**src/rtl/sgc_pkg.sv**
```systemverilog
package sgc_pkg;

    localparam int WORD_W     = 32;
    localparam int CNT_W      = 16;
    localparam int DESC_WORDS = 5;
    localparam int IDX_W      = 3;

    // positions inside the control-and-count word
    localparam int LINK_BIT   = 31;
    localparam int IE_TC_BIT  = 29;
    localparam int IE_EOT_BIT = 28;
    localparam int IE_ERR_BIT = 27;

    typedef enum logic [1:0] {
        W_IDLE   = 2'd0,
        W_FETCH  = 2'd1,
        W_LAUNCH = 2'd2,
        W_WAIT   = 2'd3
    } walk_state_e;

    typedef struct packed {
        logic [WORD_W-1:0] ctrl;
        logic [WORD_W-1:0] src;
        logic [WORD_W-1:0] dst;
        logic              link;
        logic              ie_tc;
        logic              ie_eot;
        logic              ie_err;
        logic [CNT_W-1:0]  count;
        logic [WORD_W-1:0] next;
    } desc_t;

    // which interrupt enable applies to the way a descriptor finished
    function automatic logic end_irq(input desc_t d, input logic eot, input logic err);
        if (err)
            return d.ie_err;
        else if (eot)
            return d.ie_eot;
        else
            return d.ie_tc;
    endfunction

    function automatic logic [WORD_W-1:0] word_offset(input logic [IDX_W-1:0] idx);
        return {{(WORD_W-IDX_W-2){1'b0}}, idx, 2'b00};
    endfunction

endpackage

```
**src/rtl/sgc_cmd_reg.sv**
```systemverilog
module sgc_cmd_reg #(
    parameter int NCH = 4
) (
    input  logic           clk,
    input  logic           rst,
    input  logic           cmd_we,
    input  logic [NCH-1:0] cmd_go,
    input  logic [NCH-1:0] cmd_sel,
    input  logic [NCH-1:0] eng_clr,
    input  logic [NCH-1:0] err_set,
    output logic [NCH-1:0] start_q,
    output logic [NCH-1:0] err_q
);

    logic [NCH-1:0] wr_hit;
    logic [NCH-1:0] wr_launch;

    assign wr_hit    = {NCH{cmd_we}} & cmd_sel;
    assign wr_launch = wr_hit & cmd_go;

    // software write wins over the engine's clear in the same cycle
    always_ff @(posedge clk) begin
        if (rst) begin
            start_q <= '0;
            err_q   <= '0;
        end else begin
            start_q <= (wr_hit & cmd_go) | (~wr_hit & start_q & ~eng_clr);
            err_q   <= ~wr_launch & (err_q | err_set);
        end
    end

endmodule

```
**src/rtl/sgc_pick.sv**
```systemverilog
module sgc_pick #(
    parameter  int NCH = 4,
    localparam int CHW = (NCH > 1) ? $clog2(NCH) : 1
) (
    input  logic [NCH-1:0] req,
    output logic           any,
    output logic [CHW-1:0] idx
);

    always_comb begin
        idx = '0;
        for (int i = NCH - 1; i >= 0; i--) begin
            if (req[i])
                idx = CHW'(i);
        end
    end

    assign any = |req;

endmodule

```
**src/rtl/sgc_walker.sv**
```systemverilog
module sgc_walker
    import sgc_pkg::*;
#(
    parameter  int NCH = 4,
    localparam int CHW = (NCH > 1) ? $clog2(NCH) : 1
) (
    input  logic              clk,
    input  logic              rst,
    input  logic [NCH-1:0]    start_q,
    input  logic              pick_any,
    input  logic [CHW-1:0]    pick_idx,
    input  logic [WORD_W-1:0] cur_ptr,
    output logic [CHW-1:0]    cur_ch,
    output logic              busy,
    output logic [NCH-1:0]    eng_clr,
    output logic [NCH-1:0]    err_set,
    output logic [NCH-1:0]    irq,
    output logic              ptr_load,
    output logic [WORD_W-1:0] ptr_load_val,
    output logic              mem_rd_req,
    output logic [WORD_W-1:0] mem_rd_addr,
    input  logic              mem_rd_valid,
    input  logic [WORD_W-1:0] mem_rd_data,
    input  logic              mem_rd_err,
    output logic              mv_start,
    output logic [WORD_W-1:0] mv_ctrl,
    output logic [WORD_W-1:0] mv_src,
    output logic [WORD_W-1:0] mv_dst,
    output logic [CNT_W-1:0]  mv_count,
    input  logic              mv_done,
    input  logic              mv_eot,
    input  logic              mv_err
);

    walk_state_e      st_q, st_d;
    logic [CHW-1:0]   ch_q, ch_d;
    logic [IDX_W-1:0] widx_q, widx_d;
    desc_t            d_q;
    logic [NCH-1:0]   irq_q, irq_d;

    logic cur_started;
    logic clr_ch, errs, adv, irq_fire, take_word;

    assign cur_started = start_q[ch_q];
    assign take_word   = (st_q == W_FETCH) && mem_rd_valid && !mem_rd_err;

    always_comb begin
        st_d     = st_q;
        ch_d     = ch_q;
        widx_d   = widx_q;
        clr_ch   = 1'b0;
        errs     = 1'b0;
        adv      = 1'b0;
        irq_fire = 1'b0;
        unique case (st_q)
            W_IDLE: begin
                if (pick_any) begin
                    st_d   = W_FETCH;
                    ch_d   = pick_idx;
                    widx_d = '0;
                end
            end
            W_FETCH: begin
                if (mem_rd_valid) begin
                    if (mem_rd_err) begin
                        errs   = 1'b1;
                        clr_ch = 1'b1;
                        st_d   = W_IDLE;
                    end else if (!cur_started) begin
                        st_d = W_IDLE;
                    end else if (widx_q == IDX_W'(DESC_WORDS - 1)) begin
                        st_d = W_LAUNCH;
                    end else begin
                        widx_d = widx_q + 1'b1;
                    end
                end
            end
            W_LAUNCH: begin
                st_d = W_WAIT;
            end
            W_WAIT: begin
                if (mv_done) begin
                    if (mv_err) begin
                        errs     = 1'b1;
                        clr_ch   = 1'b1;
                        irq_fire = end_irq(d_q, mv_eot, mv_err);
                        st_d     = W_IDLE;
                    end else if (!cur_started) begin
                        st_d = W_IDLE;
                    end else if (mv_eot || !d_q.link) begin
                        clr_ch   = 1'b1;
                        irq_fire = end_irq(d_q, mv_eot, mv_err);
                        st_d     = W_IDLE;
                    end else begin
                        adv    = 1'b1;
                        st_d   = W_FETCH;
                        widx_d = '0;
                    end
                end
            end
            default: st_d = W_IDLE;
        endcase
    end

    always_comb begin
        for (int i = 0; i < NCH; i++) begin
            eng_clr[i] = clr_ch   && (ch_q == CHW'(i));
            err_set[i] = errs     && (ch_q == CHW'(i));
            irq_d[i]   = irq_fire && (ch_q == CHW'(i));
        end
    end

    always_ff @(posedge clk) begin
        if (rst) begin
            st_q   <= W_IDLE;
            ch_q   <= '0;
            widx_q <= '0;
            d_q    <= '0;
            irq_q  <= '0;
        end else begin
            st_q   <= st_d;
            ch_q   <= ch_d;
            widx_q <= widx_d;
            irq_q  <= irq_d;
            if (take_word) begin
                unique case (widx_q)
                    3'd0: d_q.ctrl <= mem_rd_data;
                    3'd1: d_q.src  <= mem_rd_data;
                    3'd2: d_q.dst  <= mem_rd_data;
                    3'd3: begin
                        d_q.link   <= mem_rd_data[LINK_BIT];
                        d_q.ie_tc  <= mem_rd_data[IE_TC_BIT];
                        d_q.ie_eot <= mem_rd_data[IE_EOT_BIT];
                        d_q.ie_err <= mem_rd_data[IE_ERR_BIT];
                        d_q.count  <= mem_rd_data[CNT_W-1:0];
                    end
                    default: d_q.next <= mem_rd_data;
                endcase
            end
        end
    end

    assign cur_ch       = ch_q;
    assign busy         = (st_q != W_IDLE);
    assign irq          = irq_q;
    assign ptr_load     = adv;
    assign ptr_load_val = d_q.next;
    assign mem_rd_req   = (st_q == W_FETCH);
    assign mem_rd_addr  = cur_ptr + word_offset(widx_q);
    assign mv_start     = (st_q == W_LAUNCH);
    assign mv_ctrl      = d_q.ctrl;
    assign mv_src       = d_q.src;
    assign mv_dst       = d_q.dst;
    assign mv_count     = d_q.count;

endmodule

```
**src/rtl/sg_chain_engine.sv**
```systemverilog
module sg_chain_engine
    import sgc_pkg::*;
#(
    parameter  int NCH = 4,
    localparam int CHW = (NCH > 1) ? $clog2(NCH) : 1
) (
    input  logic                  clk,
    input  logic                  rst,
    input  logic                  cmd_we,
    input  logic [NCH-1:0]        cmd_go,
    input  logic [NCH-1:0]        cmd_sel,
    input  logic                  ptr_we,
    input  logic [CHW-1:0]        ptr_sel,
    input  logic [WORD_W-1:0]     ptr_wdata,
    output logic [NCH-1:0]        start_q,
    output logic [NCH-1:0]        sg_active,
    output logic [NCH-1:0]        err_flag,
    output logic [NCH-1:0]        irq,
    output logic [NCH*WORD_W-1:0] desc_ptr,
    output logic                  mem_rd_req,
    output logic [WORD_W-1:0]     mem_rd_addr,
    input  logic                  mem_rd_valid,
    input  logic [WORD_W-1:0]     mem_rd_data,
    input  logic                  mem_rd_err,
    output logic                  mv_start,
    output logic [CHW-1:0]        mv_chan,
    output logic [WORD_W-1:0]     mv_ctrl,
    output logic [WORD_W-1:0]     mv_src,
    output logic [WORD_W-1:0]     mv_dst,
    output logic [CNT_W-1:0]      mv_count,
    input  logic                  mv_done,
    input  logic                  mv_eot,
    input  logic                  mv_err
);

    logic [NCH-1:0]    eng_clr, err_set;
    logic              pick_any;
    logic [CHW-1:0]    pick_idx, cur_ch;
    logic              busy, ptr_load;
    logic [WORD_W-1:0] ptr_load_val, cur_ptr;
    logic [WORD_W-1:0] ptr_arr [NCH];

    sgc_cmd_reg #(.NCH(NCH)) cmd_i (
        .clk     (clk),
        .rst     (rst),
        .cmd_we  (cmd_we),
        .cmd_go  (cmd_go),
        .cmd_sel (cmd_sel),
        .eng_clr (eng_clr),
        .err_set (err_set),
        .start_q (start_q),
        .err_q   (err_flag)
    );

    sgc_pick #(.NCH(NCH)) pick_i (
        .req (start_q),
        .any (pick_any),
        .idx (pick_idx)
    );

    generate
        for (genvar c = 0; c < NCH; c++) begin : g_ptr
            logic [WORD_W-1:0] ptr_r;
            always_ff @(posedge clk) begin
                if (rst)
                    ptr_r <= '0;
                else if (ptr_load && (cur_ch == CHW'(c)))
                    ptr_r <= ptr_load_val;
                else if (ptr_we && (ptr_sel == CHW'(c)))
                    ptr_r <= ptr_wdata;
            end
            assign ptr_arr[c]                    = ptr_r;
            assign desc_ptr[c*WORD_W +: WORD_W]  = ptr_r;
            assign sg_active[c]                  = busy && (cur_ch == CHW'(c));
        end
    endgenerate

    assign cur_ptr = ptr_arr[cur_ch];
    assign mv_chan = cur_ch;

    sgc_walker #(.NCH(NCH)) walk_i (
        .clk          (clk),
        .rst          (rst),
        .start_q      (start_q),
        .pick_any     (pick_any),
        .pick_idx     (pick_idx),
        .cur_ptr      (cur_ptr),
        .cur_ch       (cur_ch),
        .busy         (busy),
        .eng_clr      (eng_clr),
        .err_set      (err_set),
        .irq          (irq),
        .ptr_load     (ptr_load),
        .ptr_load_val (ptr_load_val),
        .mem_rd_req   (mem_rd_req),
        .mem_rd_addr  (mem_rd_addr),
        .mem_rd_valid (mem_rd_valid),
        .mem_rd_data  (mem_rd_data),
        .mem_rd_err   (mem_rd_err),
        .mv_start     (mv_start),
        .mv_ctrl      (mv_ctrl),
        .mv_src       (mv_src),
        .mv_dst       (mv_dst),
        .mv_count     (mv_count),
        .mv_done      (mv_done),
        .mv_eot       (mv_eot),
        .mv_err       (mv_err)
    );

endmodule

```
**config.mk**
```make
export PLATFORM = sky130hd
export DESIGN_NAME = sg_chain_engine
export DESIGN_NICKNAME = d
export VERILOG_FILES = /design/src/rtl/sgc_pkg.sv /design/src/rtl/sgc_cmd_reg.sv /design/src/rtl/sgc_pick.sv /design/src/rtl/sgc_walker.sv /design/src/rtl/sg_chain_engine.sv
export SDC_FILE = /design/constraint.sdc
export NUM_CORES = 1
export LEC_CHECK = 0
export BUFFER_PORTS_ARGS = -buffer_cell sky130_fd_sc_hd__buf_2
export CORE_MARGIN = 2
export CORE_UTILIZATION = 53
export DETAILED_ROUTE_END_ITERATION = 10
export PLACE_DENSITY_LB_ADDON = 0.08
export RECOVER_POWER = 100
export SKIP_CTS_REPAIR_TIMING = 1
export SYNTH_ARGS = -nofsm -noshare
export SYNTH_HDL_FRONTEND = slang
export SYNTH_SLANG_ARGS = --single-unit
```
**constraint.sdc**
```tcl
create_clock -name clk -period 4 [get_ports clk]
set_input_delay 0 -clock clk [delete_from_list [all_inputs] [get_ports clk]]
set_output_delay 0 -clock clk [all_outputs]
set_load 0.01 [all_outputs]
```
=== Word level (Yosys, flattened, before mapping) ===
Cells that the tools add are included.
W data, S select, Z words.

* Register bits after elaboration: 295
* Bits of input ports: 83
* Output and inout port bits: 292

* $add $sub $neg: 2
* Order comparisons: 2
* Equal/unequal tests: 23
* Mux-type cells: 58
* Bitwise operators: 12
* Reductions and logical operators: 49

{| class="wikitable"
|+ Operators by type and width
! operator !! count
|-
| $mux W32 || 10
|-
| $bmux W32 S2 || 1
|-
| $add A32 B5 Y32 || 1
|-
| $mux W3 || 9
|-
| $logic_and A1 B1 Y1 || 26
|-
| $mux W2 || 12
|-
| $mux W1 || 21
|-
| $and A4 B4 Y4 || 5
|-
| $eq A2 B2 Y1 const B || 6
|-
| $ne A2 B2 Y1 const B || 6
|-
| $not A4 Y4 || 3
|-
| $reduce_and A2 Y1 || 6
|-
| $reduce_and A10 Y1 || 1
|-
| $reduce_bool A2 Y1 || 5
|-
| $pmux W3 S3 || 1
|-
| $or A4 B4 Y4 || 2
|-
| $pmux W2 S4 || 1
|-
| $reduce_or A4 Y1 || 2
|-
| $eq A2 B1 Y1 const B || 3
|-
| $eq A3 B2 Y1 const B || 2
|-
| $logic_not A2 Y1 || 3
|-
| $ne A2 B1 Y1 const B || 3
|-
| $ne A4 B4 Y1 const B || 1
|-
| $pmux W1 S2 || 2
|-
| other kinds (13) || 14
|}

=== Longest topological paths before layout ===
Gate-level depths: netlist of the first run.

* Depth in word-level cells: 11
* Gate-level depth with buffers: 12

=== Cells and area by module ===
A second synthesis of the first run with hierarchy kept.

* Cells, all modules: 1736
* Area total of the unflattened synthesis: 14576.5 sq um

{| class="wikitable"
|+ By module, submodules not included
! module !! instances !! cells each !! area each (sq um) !! seq. area each (sq um)
|-
| sgc_walker || 1 || 983 || 7505.9 || 3183.1
|-
| sg_chain_engine || 1 || 712 || 6693.9 || 2562.5
|-
| sgc_cmd_reg || 1 || 34 || 341.6 || 160.2
|-
| sgc_pick || 1 || 7 || 35.0 || 0.0
|}

=== Least setup slack after synthesis of the first run ===
No wires, ideal clock.

* Path kind: register -> output
* Start point: register walk_i.ch_q[0] (netlist: walk_i.cur_ch[0])
* End point: output mem_rd_addr[20]
* Data arrival time: 3275 ps
* Data required time: 4000 ps
* Path slack: 725 ps
* Cell stages (with the launch flop): 13
* Cell sequence: dfxtp_1 -> buf_6 -> buf_4 -> buf_2 -> buf_2 -> mux4_2 -> ha_1 -> fa_1 -> a21o_1 -> and3_1 -> nand3_1 -> nor2_1 -> xnor2_1

* Word-level cells in the longest chain between the ends: 5

{| class="wikitable"
|+ RTL lines
! what !! RTL line !! text
|-
| start, declared || sgc_walker.sv:36 || <nowiki>logic [CHW-1:0] ch_q, ch_d;</nowiki>
|-
| start signal, assigned || sgc_walker.sv:122 || <nowiki>ch_q <= ch_d;</nowiki>
|-
| $not A2 Y3 (implied by the code) || sg_chain_engine.sv:78 || <nowiki>assign cur_ptr = ptr_arr[cur_ch];</nowiki>
|-
| $bmux W32 S2 || sg_chain_engine.sv:78 ||
|-
| $mux W32 (implied by the code) (2 in a row) || sg_chain_engine.sv:78 ||
|-
| $add A32 B5 Y32 || sgc_walker.sv:149 || <nowiki>assign mem_rd_addr = cur_ptr + word_offset(widx_q);</nowiki>
|-
| end, declared || sg_chain_engine.sv:21 || <nowiki>output logic [WORD_W-1:0] mem_rd_addr,</nowiki>
|}

No other way between the ends. The select of a mux whose other input is x is not followed.

=== Final worst setup path of the first run ===
* Start point: register walk_i.ch_q[0] (netlist: walk_i.cur_ch[0])
* End point: output mem_rd_addr[25]

The elaborated chain is that of the path after synthesis.

==> out/qor.yml, run 1 <==
outcome: "finished with violations"
violations: "negative hold slack"
synth_seq_cells: 295
num_rows: 59
syn_avg_cell_area_um2: 8.82
grt_max_degree: 147
clock.fmax_mhz: 280
routed_via_density: 5.63
clock-sinks: 295
yosys_most_used_dff: "dfxtp_1"
cts_tree: "done"
dr.pass1.iters: 5
critPathMaxStageDelay_ns: 0.66
design_area_um2: 16700
power_mw: 7.01
grt_antenna_before_repair: 3
grt_overflow_total: 0
wire_per_inst_um: 20.0
dieArea_um2: 27900
cts_buffer_depth: 3
seq_area_frac_synth_pct: 42.0
start_util_pct: 54.0
die_h_um: 167
powerDensity_nw_per_um2: 420
reg2reg_from: "walk_i.cur_ch[1]"
rsz0062_at_grt: "no"
remaining_drc_errors: 0
r2r_slack_ns: 0.47
criticalPathCategory: "flop to output port"
grt_pass1_vias: 11500
syn-num-nets: 1687
drv_slew: 0
synth_async_sr_flop_share_pct: 0
hp-class: "input pin to flop"
grt_first_pass_wirelength_mm: 67.4
arrival_ns: 3.58
crit_slowest_cell: "dfxtp_4"
maxCapViolations: 0
area_delta_synth_final_pct: 18.6
p_leak_nw: 6.79
syn_inst: 1595
peakVddDrop_v: 0.000368
final_nets: 1963
synth_area_leader_cell: "dfxtp_1"
cts_max_level: 2
clockRootBuffer: "clkbuf_16"
synth_area_leaders: "dfxtp_1, mux2i_1, nand2_1"
port_buffers: 374
ant_nets: 0
vias: 12600
slew_headroom_pct: 20.4
cpMostUsedCell: "a21o_1"
final-setup-viol-count: 0
cp_max_fo: 30
critPathLaunch: "walk_i.cur_ch[0]"
synth.distinct_cells: 54
crit_path_start_kind: "flop"
hpwl_mm: 30.8
gp_congestion: 0.918
finClkSkew_ns: 0.0158
synth_area_um2: 14100
drive_gt1_share_pct: 10.9
fin_crit_sh_pct: 89.4
totalWireLength_mm: 44.8
postPlaceCellArea_um2: 15100
worstHoldStart: "mv_eot"
grt.total_usage_pct: 30.2
worst_pin_slew_ns: 1.19
synth_edf_count: 0
hold_slack_ns: -0.0317
path_clk_slew_ns: 0.05
boundaryPins: 375
die_w_um: 167
cts_made_buffers: 34
ys_warn_count: 0
netlist.area_leader.share_pct: 42.0
critPathRequiredTime_ns: 4.00
clock_insertion_delay_worst_skew_ns: 0.51
worstPathCellList: "mux4_2, ha_1, a21o_1, a21o_1, nand4_1, nor3_1, xor2_1, clkbuf_1"
drt_iter0_drc: 865
tns_ns: 0
hold_violations: 2
period_needed_ns: 3.58
core-area_um2: 26100
fin_util_pct: 64.1
endpoint_kind: "output port"
-- cells in the final DEF, fill, tap and decap left out, types with 10 or more instances in the layout --
cell | Yosys | layout
nand2_1 | 323 | 323
dfxtp_1 | 295 | 293
clkbuf_1 | 68 | 293
a21oi_1 | 162 | 162
nor2_1 | 144 | 144
mux2i_1 | 128 | 128
a211oi_1 | 128 | 128
buf_2 | 31 | 92
dlygate4sd3_1 | 0 | 77
clkbuf_16 | 0 | 37
mux4_2 | 29 | 29
xor2_1 | 19 | 19
buf_4 | 123 | 15
nor3_1 | 14 | 14
nand3_1 | 14 | 13
inv_1 | 10 | 10
-- metrics by stage --
step                cells  setup slack, ns
floorplan            1595            0.725
global placement     2093             1.07
detailed placement   2093            0.998
CTS                  2153            0.454
global route         2233            0.209
finish               2233            0.425
-- metal layers --
| metal | routed length (um) | track usage [%] | vias up |
|---|---|---|---|
| met4 | 1420 | 10.5 | 0 |
| met3 | 3570 | 6.99 | 88 |
| met2 | 20400 | 47.2 | 503 |
| met5 | 0 | 0 | - |
| met1 | 19400 | 41.1 | 6029 |
| li1 | - | - | 5945 |
-- cells in the mapped netlist, types with 2 or more instances --
cell and n:
nand3b_1 4, buf_4 123, mux2i_1 128, nor3b_1 8, nand2_4 3, inv_1 10, buf_6 5, nand2b_1 5
nand3_1 14, mux2_2 2, xor2_1 19, a211oi_1 128, mux4_2 29, nand4_4 2, a21oi_1 162, clkbuf_1 68
buf_2 31, nand2_1 323, and3_1 6, o211ai_1 3, dfxtp_1 295, mux4_1 4, a31oi_1 2, xnor2_1 9
nor2_1 144, nand4_1 5, a21o_1 4, buf_1 3, and2_1 4, nor2b_1 4, ha_1 8, nor4_2 4
a32oi_1 2, nor3_1 14
-- registers in the layout, summed over array words and instances (netlist names), named ones only --
signal and cells:
cmd_i.err_q 4, cmd_i.start_q 4, g_ptr.ptr_r 128, walk_i.cur_ch 2
walk_i.d_q 4, walk_i.irq 4, walk_i.mv_count 16, walk_i.mv_ctrl 32
walk_i.mv_dst 32, walk_i.mv_src 32, walk_i.ptr_load_val 32, walk_i.st_q 1
walk_i.widx_q 3
-- report_power, final --
part	internal [mW]	switching (mW)
Sequential	3.00	0.0763
Combinational	0.269	0.358
Clock	2.09	1.22
-- logic make-up after synthesis --
family          Yosys count  share of synthesized area, %
xor+xnor                 28                          1.74
mux                     163                          14.7
fa+ha+maj                 9                         0.854
flops                   295                          42.0
buf+inv                 241                          10.4
simple gates            553                          17.0
compound gates          306                          13.5
-- critical path, delay by kind of cell, from the launching register on --
| kind | cells | cell delay, ns |
|---|---|---|
| simple gates | 2 | 0.63 |
| flops | 1 | 0.66 |
| xor+xnor | 1 | 0.25 |
| compound gates | 2 | 0.38 |
| fa+ha+maj | 1 | 0.31 |
| buf+inv | 1 | 0.19 |
| mux | 1 | 0.62 |
-- worst paths after layout --
kind / depth (start not counted) / end
worst max-delay path: 8 / mem_rd_addr[25]
worst min-delay path: 6 / walk_i.st_q[0]
worst max register to register: 5 / g_ptr[3].ptr_r[0]
worst min register to register: 2 / walk_i.mv_ctrl[30]
-- area by class of cell --
| type | instances | area (um2) |
|---|---|---|
| antenna | 3 | 7.51 |
| clock buffer | 52 | 1060 |
| clock inverter | 8 | 143 |
| fill | 2401 | 9370 |
| inverter | 10 | 37.5 |
| multi-input combinational | 1059 | 6680 |
| sequential | 295 | 5910 |
| tap | 335 | 419 |
| timing repair buffer | 471 | 2430 |
Power figures use the tool's default switching activity.
==> run 2, diff against run 1 <==
--- a/config.mk
+++ b/config.mk
@@ -6,12 +6,15 @@
 export NUM_CORES = 1
 export LEC_CHECK = 0
 export BUFFER_PORTS_ARGS = -buffer_cell sky130_fd_sc_hd__buf_2
+export CELL_PAD_IN_SITES_DETAIL_PLACEMENT = 0
+export CELL_PAD_IN_SITES_GLOBAL_PLACEMENT = 1
 export CORE_MARGIN = 2
-export CORE_UTILIZATION = 53
+export CORE_UTILIZATION = 39
 export DETAILED_ROUTE_END_ITERATION = 10
 export PLACE_DENSITY_LB_ADDON = 0.08
 export RECOVER_POWER = 100
 export SKIP_CTS_REPAIR_TIMING = 1
+export SKIP_LAST_GASP = 1
 export SYNTH_ARGS = -nofsm -noshare
 export SYNTH_HDL_FRONTEND = slang
 export SYNTH_SLANG_ARGS = --single-unit
==> run 2 against run 1 <==
The run ends with negative hold slack, max-capacitance violations, max-slew violations left. Die area up 35%. Clock skew up 0.0016 ns. Cell count up 5.6%. Combinational power up 0.8%. Setup slack worse by 0.011 ns. Via count down 1.4%. Non-clock buffer count up 1. Global-route usage down 5.2 points. Critical path type unchanged.
==> out/qor.yml, run 2 (synthesis results as in run 1) <==
grt_max_degree: 154  # was 147
clock-sinks: 295  # unchanged
layout_commonest_cell: "nand2_1"  # unchanged
finClkSkew_ns: 0.0174  # was 0.0158 ns
die_w_um: 194  # was 167 um
drive_gt1_share_pct: 10.8  # was 10.9%
design_area_um2: 16800  # was 16700 um2
cts_buffer_depth: 3  # unchanged
grt_pass1_vias: 11600  # was 11500
reg2reg_from: "walk_i.cur_ch[1]"  # unchanged
period_needed_ns: 3.59  # was 3.58 ns
dr.pass1.iters: 5  # unchanged
p_leak_nw: 6.71  # was 6.79 nW
regToRegEndpoint: "g_ptr[3].ptr_r[18]"  # was g_ptr[3].ptr_r[0]
slew_headroom_pct: -37.5  # was 20.4%
arrival_ns: 3.59  # was 3.58 ns
rsz0062_at_grt: "no"  # unchanged
fin_ws_ns: 0.414  # was 0.425 ns
area_delta_synth_final_pct: 19.2  # was 18.6%
ant_nets: 0  # unchanged
clockRootBuffer: "clkbuf_16"  # unchanged
hold_slack_ns: -0.0260  # was -0.0317 ns
cp_max_fo: 24  # was 30
p_sw_share_pct: 24.7  # was 23.6%
violations: "negative hold slack, max-capacitance violations, max-slew violations"  # was negative hold slack
drt_iter0_drc: 678  # was 865
routed_via_density: 5.25  # was 5.63
dp_slack_ns: 0.933  # was 0.998 ns
grt_first_pass_wirelength_mm: 73.5  # was 67.4 mm
grt_antenna_before_repair: 2  # was 3
port_buffers: 374  # unchanged
hold_violations: 2  # unchanged
comb_power_share_pct: 9.2  # was 9.0%
remaining_drc_errors: 0  # unchanged
cts_tree: "done"  # unchanged
num_rows: 69  # was 59
gp_congestion: 0.844  # was 0.918
fin_crit_sh_pct: 89.7  # was 89.4%
critPathRequiredTime_ns: 4.00  # about the same
p_seq_share_pct: 44.9  # was 43.9%
peakVddDrop_v: 0.000284  # was 0.000368 V
cts_made_buffers: 35  # was 34
cts_max_level: 2  # unchanged
powerDensity_nw_per_um2: 409  # was 420 nW/um2
drv_slew: 66  # was 0
worst_pin_slew_ns: 2.06  # was 1.19 ns
critPathLaunch: "walk_i.cur_ch[0]"  # unchanged
final_nets: 1965  # was 1963
largest_register_ffs: 128  # unchanged
path_clk_slew_ns: 0.06  # was 0.05 ns
internal_power_mw: 5.17  # was 5.36 mW
criticalPathCategory: "flop to output port"  # unchanged
outcome: "finished with violations"  # unchanged
crit_path_start_kind: "flop"  # unchanged
finalNonFillerCells: 2359  # was 2233
clock.fmax_mhz: 279  # was 280 MHz
endpoint_kind: "output port"  # unchanged
core-area_um2: 35600  # was 26100 um2
tns_ns: 0  # unchanged
dp_cells: 2219  # was 2093
dieArea_um2: 37600  # was 27900 um2
pwr-share-clk_pct: 45.9  # was 47.1%
final_cell_mix: "nand2_1, clkbuf_1, dfxtp_1"  # was nand2_1, dfxtp_1, clkbuf_1
hp-class: "input pin to flop"  # unchanged
p_switching_mw: 1.70  # was 1.65 mW
totalWireLength_mm: 49.6  # was 44.8 mm
die_h_um: 194  # was 167 um
maxCapViolations: 3  # was 0
start_util_pct: 39.6  # was 54.0%
final-setup-viol-count: 0  # unchanged
boundaryPins: 375  # unchanged
grt.total_usage_pct: 25.0  # was 30.2%
largest-register: "g_ptr.ptr_r"  # unchanged
crit_path_end: "mem_rd_addr[25]"  # unchanged
vias: 12400  # was 12600
worstRegToRegCells: 5  # unchanged
wire_per_inst_um: 21.0  # was 20.0 um
grt_overflow_total: 0  # unchanged
postPlaceCellArea_um2: 15300  # was 15100 um2
hpwl_mm: 33.9  # was 30.8 mm
clock_insertion_delay_worst_skew_ns: 0.51  # about the same
r2r_slack_ns: 0.59  # was 0.47 ns
-- run 2: cell types whose count changed in the layout (fill, tap and decap cells not counted), moves of 2 or more --
cell       previous run  this run
buf_2                92        87
bufinv_16             4         1
clkbuf_1            293       299
clkinv_2              3         6
diode_2               3         1
nand2_2               0         3
nand2_4               3         0
nor4_1                5         3
nor4_2                0         2
-- run 2: how the worst min path moves through the flow --
stage | startpoint | to | slack [ns] | depth (start not counted)
floorplan | mem_rd_data[29] | walk_i.d_q[50] | 0.14 | 2
global placement | mem_rd_data[17] | walk_i.mv_ctrl[17] | 0.29 | 3
detailed placement | mem_rd_data[17] | walk_i.mv_src[17] | 0.29 | 3
CTS | mem_rd_data[30] | walk_i.mv_src[30] | -0.24 | 3
global route | mem_rd_err | flop | 0.02 | 5
finish | mem_rd_err | flop | -0.03 | 5
-- run 2: metal layers --
layer	global-route usage [%]	up-vias	part of all wire (%)
met3	6.51	67	7.4
li1	-	5972	-
met4	6.06	2	2.1
met5	0	-	0.032
met2	40.3	426	46
met1	33.4	5927	45
-- run 2: power groups by stage --
stage | registers, mW | clock network [mW] | logic (mW)
global route | 3.09 | 3.35 | 0.679
detailed placement | 3.15 | 0 | 0.591
finish | 3.08 | 3.15 | 0.632
CTS | 3.08 | 3.23 | 0.594
global placement | 3.15 | 0 | 0.591
floorplan | 3.12 | 0 | 0.358
-- run 2: worst max-delay path: stages (launching register included) --
cell      delay [ns]
dfxtp_4         0.68
mux4_2          0.63
ha_1            0.30
a21o_1          0.10
a21o_1          0.27
nand4_1         0.36
nor3_1          0.36
xor2_1          0.20
clkbuf_1        0.18
-- run 2: layout make-up --
class,instances,area (um2)
antenna,1,2.50
clock buffer,53,1070
multi-input combinational,1059,6670
clock inverter,8,67.6
tap,461,577
fill,3712,18800
inverter,10,37.5
sequential,295,5910
timing repair buffer,472,2450
-- run 2: metrics by stage --
stage / power [mW] / util, %
2_1_floorplan: 3.48 / -
3_3_place_gp: 3.74 / 43.0
3_5_place_dp: 3.74 / 43.0
4_1_cts: 6.91 / 46.2
5_1_grt: 7.12 / 47.2
6_report: 6.87 / 47.2
==> run 3, diff against run 2 <==
==> constraint.sdc (replaced) <==
create_clock -name clk -period 3.5 [get_ports clk]
set_input_delay 0 -clock clk [delete_from_list [all_inputs] [get_ports clk]]
set_output_delay 0 -clock clk [all_outputs]
set_load 0.01 [all_outputs]
==> run 3 against run 2 <==
The flow still finishes with violations (negative hold slack, max-capacitance violations, max-slew violations). Global-route usage shrank 0.99 points. Clock power is 11% higher. Wire length decreased by 3.3%. Critical path depth grew 1. Via count fell by 1.2%.
==> out/qor.yml, run 3 (synthesis results as in run 1) <==
design_area_um2: 16800  # about the same
postPlaceCellArea_um2: 15400  # was 15300 um2
dieArea_um2: 37600  # unchanged
worst-path-buf-inv: 1  # unchanged
grt_overflow_total: 0  # unchanged
area_delta_synth_final_pct: 19.5  # was 19.2%
clock-sinks: 295  # unchanged
hpwl_mm: 33.4  # was 33.9 mm
num_rows: 69  # unchanged
reg2reg_from: "walk_i.cur_ch[1]"  # unchanged
multi_input_area_um2: 6670  # about the same
grt_antenna_before_repair: 3  # was 2
totalWireLength_mm: 47.9  # was 49.6 mm
wire_per_inst_um: 20.3  # was 21.0 um
largest-register: "g_ptr.ptr_r"  # unchanged
final_cell_mix: "nand2_1, dfxtp_1, clkbuf_1"  # was nand2_1, clkbuf_1, dfxtp_1
arrival_ns: 3.33  # was 3.59 ns
p_leak_nw: 6.77  # was 6.71 nW
powerDensity_nw_per_um2: 461  # was 409 nW/um2
period_needed_ns: 3.33
tns_ns: 0  # unchanged
grt_max_degree: 114  # was 154
maxCapViolations: 1  # was 3
cp_max_fo: 13  # was 24
worstHoldStart: "rst"  # was mem_rd_err
clockRootBuffer: "clkbuf_16"  # unchanged
seqCellArea_um2: 5910  # unchanged
cts_max_level: 2  # unchanged
start_util_pct: 39.6  # unchanged
final-setup-viol-count: 0  # unchanged
grt_pass1_vias: 11300  # was 11600
hp-class: "input pin to flop"  # unchanged
critPathMaxStageDelay_ns: 0.56  # was 0.68 ns
clock.fmax_mhz: 301
crit_path_start_kind: "flop"  # unchanged
rsz0062_at_grt: "no"  # unchanged
finClkSkew_ns: 0.0122  # was 0.0174 ns
layout_commonest_cell: "nand2_1"  # unchanged
vias: 12200  # was 12400
grt_first_pass_wirelength_mm: 71.1  # was 73.5 mm
gp_congestion: 0.852  # was 0.844
path_clk_slew_ns: 0.06  # about the same
worst_pin_slew_ns: 1.65  # was 2.06 ns
crit_family: "adder cells"  # was simple AND/OR/NAND/NOR gates
fin_util_pct: 47.3  # was 47.2%
ant_nets: 0  # unchanged
dr.pass1.iters: 5  # unchanged
cts_tree: "done"  # unchanged
worstPathCellList: "mux4_2, ha_1, fa_1, a21o_1, and3_1, nand3_1, nor3_1, xor2_1, clkbuf_1"  # was mux4_2, ha_1, a21o_1, a21o_1, nand4_1, nor3_1, xor2_1, clkbuf_1
clock_insertion_delay_worst_skew_ns: 0.51  # about the same
violations: "negative hold slack, max-capacitance violations, max-slew violations"  # unchanged
drt_iter0_drc: 626  # was 678
cts_made_buffers: 36  # was 35
outcome: "finished with violations"  # unchanged
endpoint_kind: "output port"  # unchanged
fin_crit_sh_pct: 95.0
cts_buffer_depth: 3  # unchanged
grt.total_usage_pct: 24.0  # was 25.0%
power_mw: 7.75  # was 6.87 mW
drive_gt1_share_pct: 11.3  # was 10.8%
criticalPathCategory: "flop to output port"  # unchanged
fillers: 3659  # was 3712
slew_headroom_pct: -9.93  # was -37.5%
routed_via_density: 5.18  # was 5.25
drv_slew: 33  # was 66
critPathLaunch: "walk_i.cur_ch[1]"  # was walk_i.cur_ch[0]
hold_slack_ns: -0.0337  # was -0.0260 ns
core-area_um2: 35600  # unchanged
final_nets: 1973  # was 1965
largest_register_ffs: 128  # unchanged
hold_violations: 9  # was 2
remaining_drc_errors: 0  # unchanged
critPathRequiredTime_ns: 3.50  # was 4.00 ns
crit_slowest_cell: "dfxtp_2"  # was dfxtp_4
die_h_um: 194  # unchanged
die_w_um: 194  # unchanged
peakVddDrop_v: 0.000309  # was 0.000284 V
port_buffers: 374  # unchanged
boundaryPins: 375  # unchanged
run 3: cell count changes in the layout (fill, tap and decap cells not counted), moves of 2 or more:
cell / previous run / this run
clkbuf_1: 299 / 293
and2_0: 2 / 4
nor4_2: 2 / 0
buf_4: 14 / 19
buf_2: 87 / 95
and2_1: 3 / 1
clkinv_2: 6 / 2
nor4_1: 3 / 5
run 3: worst paths after layout:
| check | to | slack [ns] | cells after the start |
|---|---|---|---|
| max | mem_rd_addr[24] | 0.17 | 9 |
| min | walk_i.ptr_load_val[27] | -0.03 | 2 |
| max reg2reg | g_ptr[0].ptr_r[14] | 0.41 | 6 |
| min reg2reg | walk_i.mv_dst[4] | 0.45 | 2 |
run 3: cell type report:
cell class / instances / area share [%]
multi-input combinational: 1059 / 39.7
sequential: 295 / 35.2
timing repair buffer: 479 / 15.0
clock buffer: 55 / 6.44
tap: 461 / 3.43
inverter: 10 / 0.223
clock inverter: 3 / 0.0967
antenna: 1 / 0.0149
run 3: where the power goes:
part	total [mW]	internal (mW)	switching [mW]
clock	3.50	2.11	1.39
sequential	3.51	3.43	0.0754
combinational	0.741	0.314	0.426
total	7.75	5.86	1.89
run 3: per-stage QoR:
| stage | instances | setup WS, ns |
|---|---|---|
| 4_1_cts | 2284 | 0.0460 |
| 3_5_place_dp | 2226 | 0.567 |
| 5_1_grt | 2363 | 0.0260 |
| 3_3_place_gp | 2226 | 0.615 |
| 2_1_floorplan | 1595 | 0.225 |
| 6_report | 2363 | 0.174 |
run 3: routing by layer:
metal	vias to the layer above	global-route usage, %	routed length, um
met1	5873	33.5	22500
met5	-	0	24
li1	5982	-	-
met2	334	38.3	22000
met4	4	4.01	593
met3	47	5.60	2920
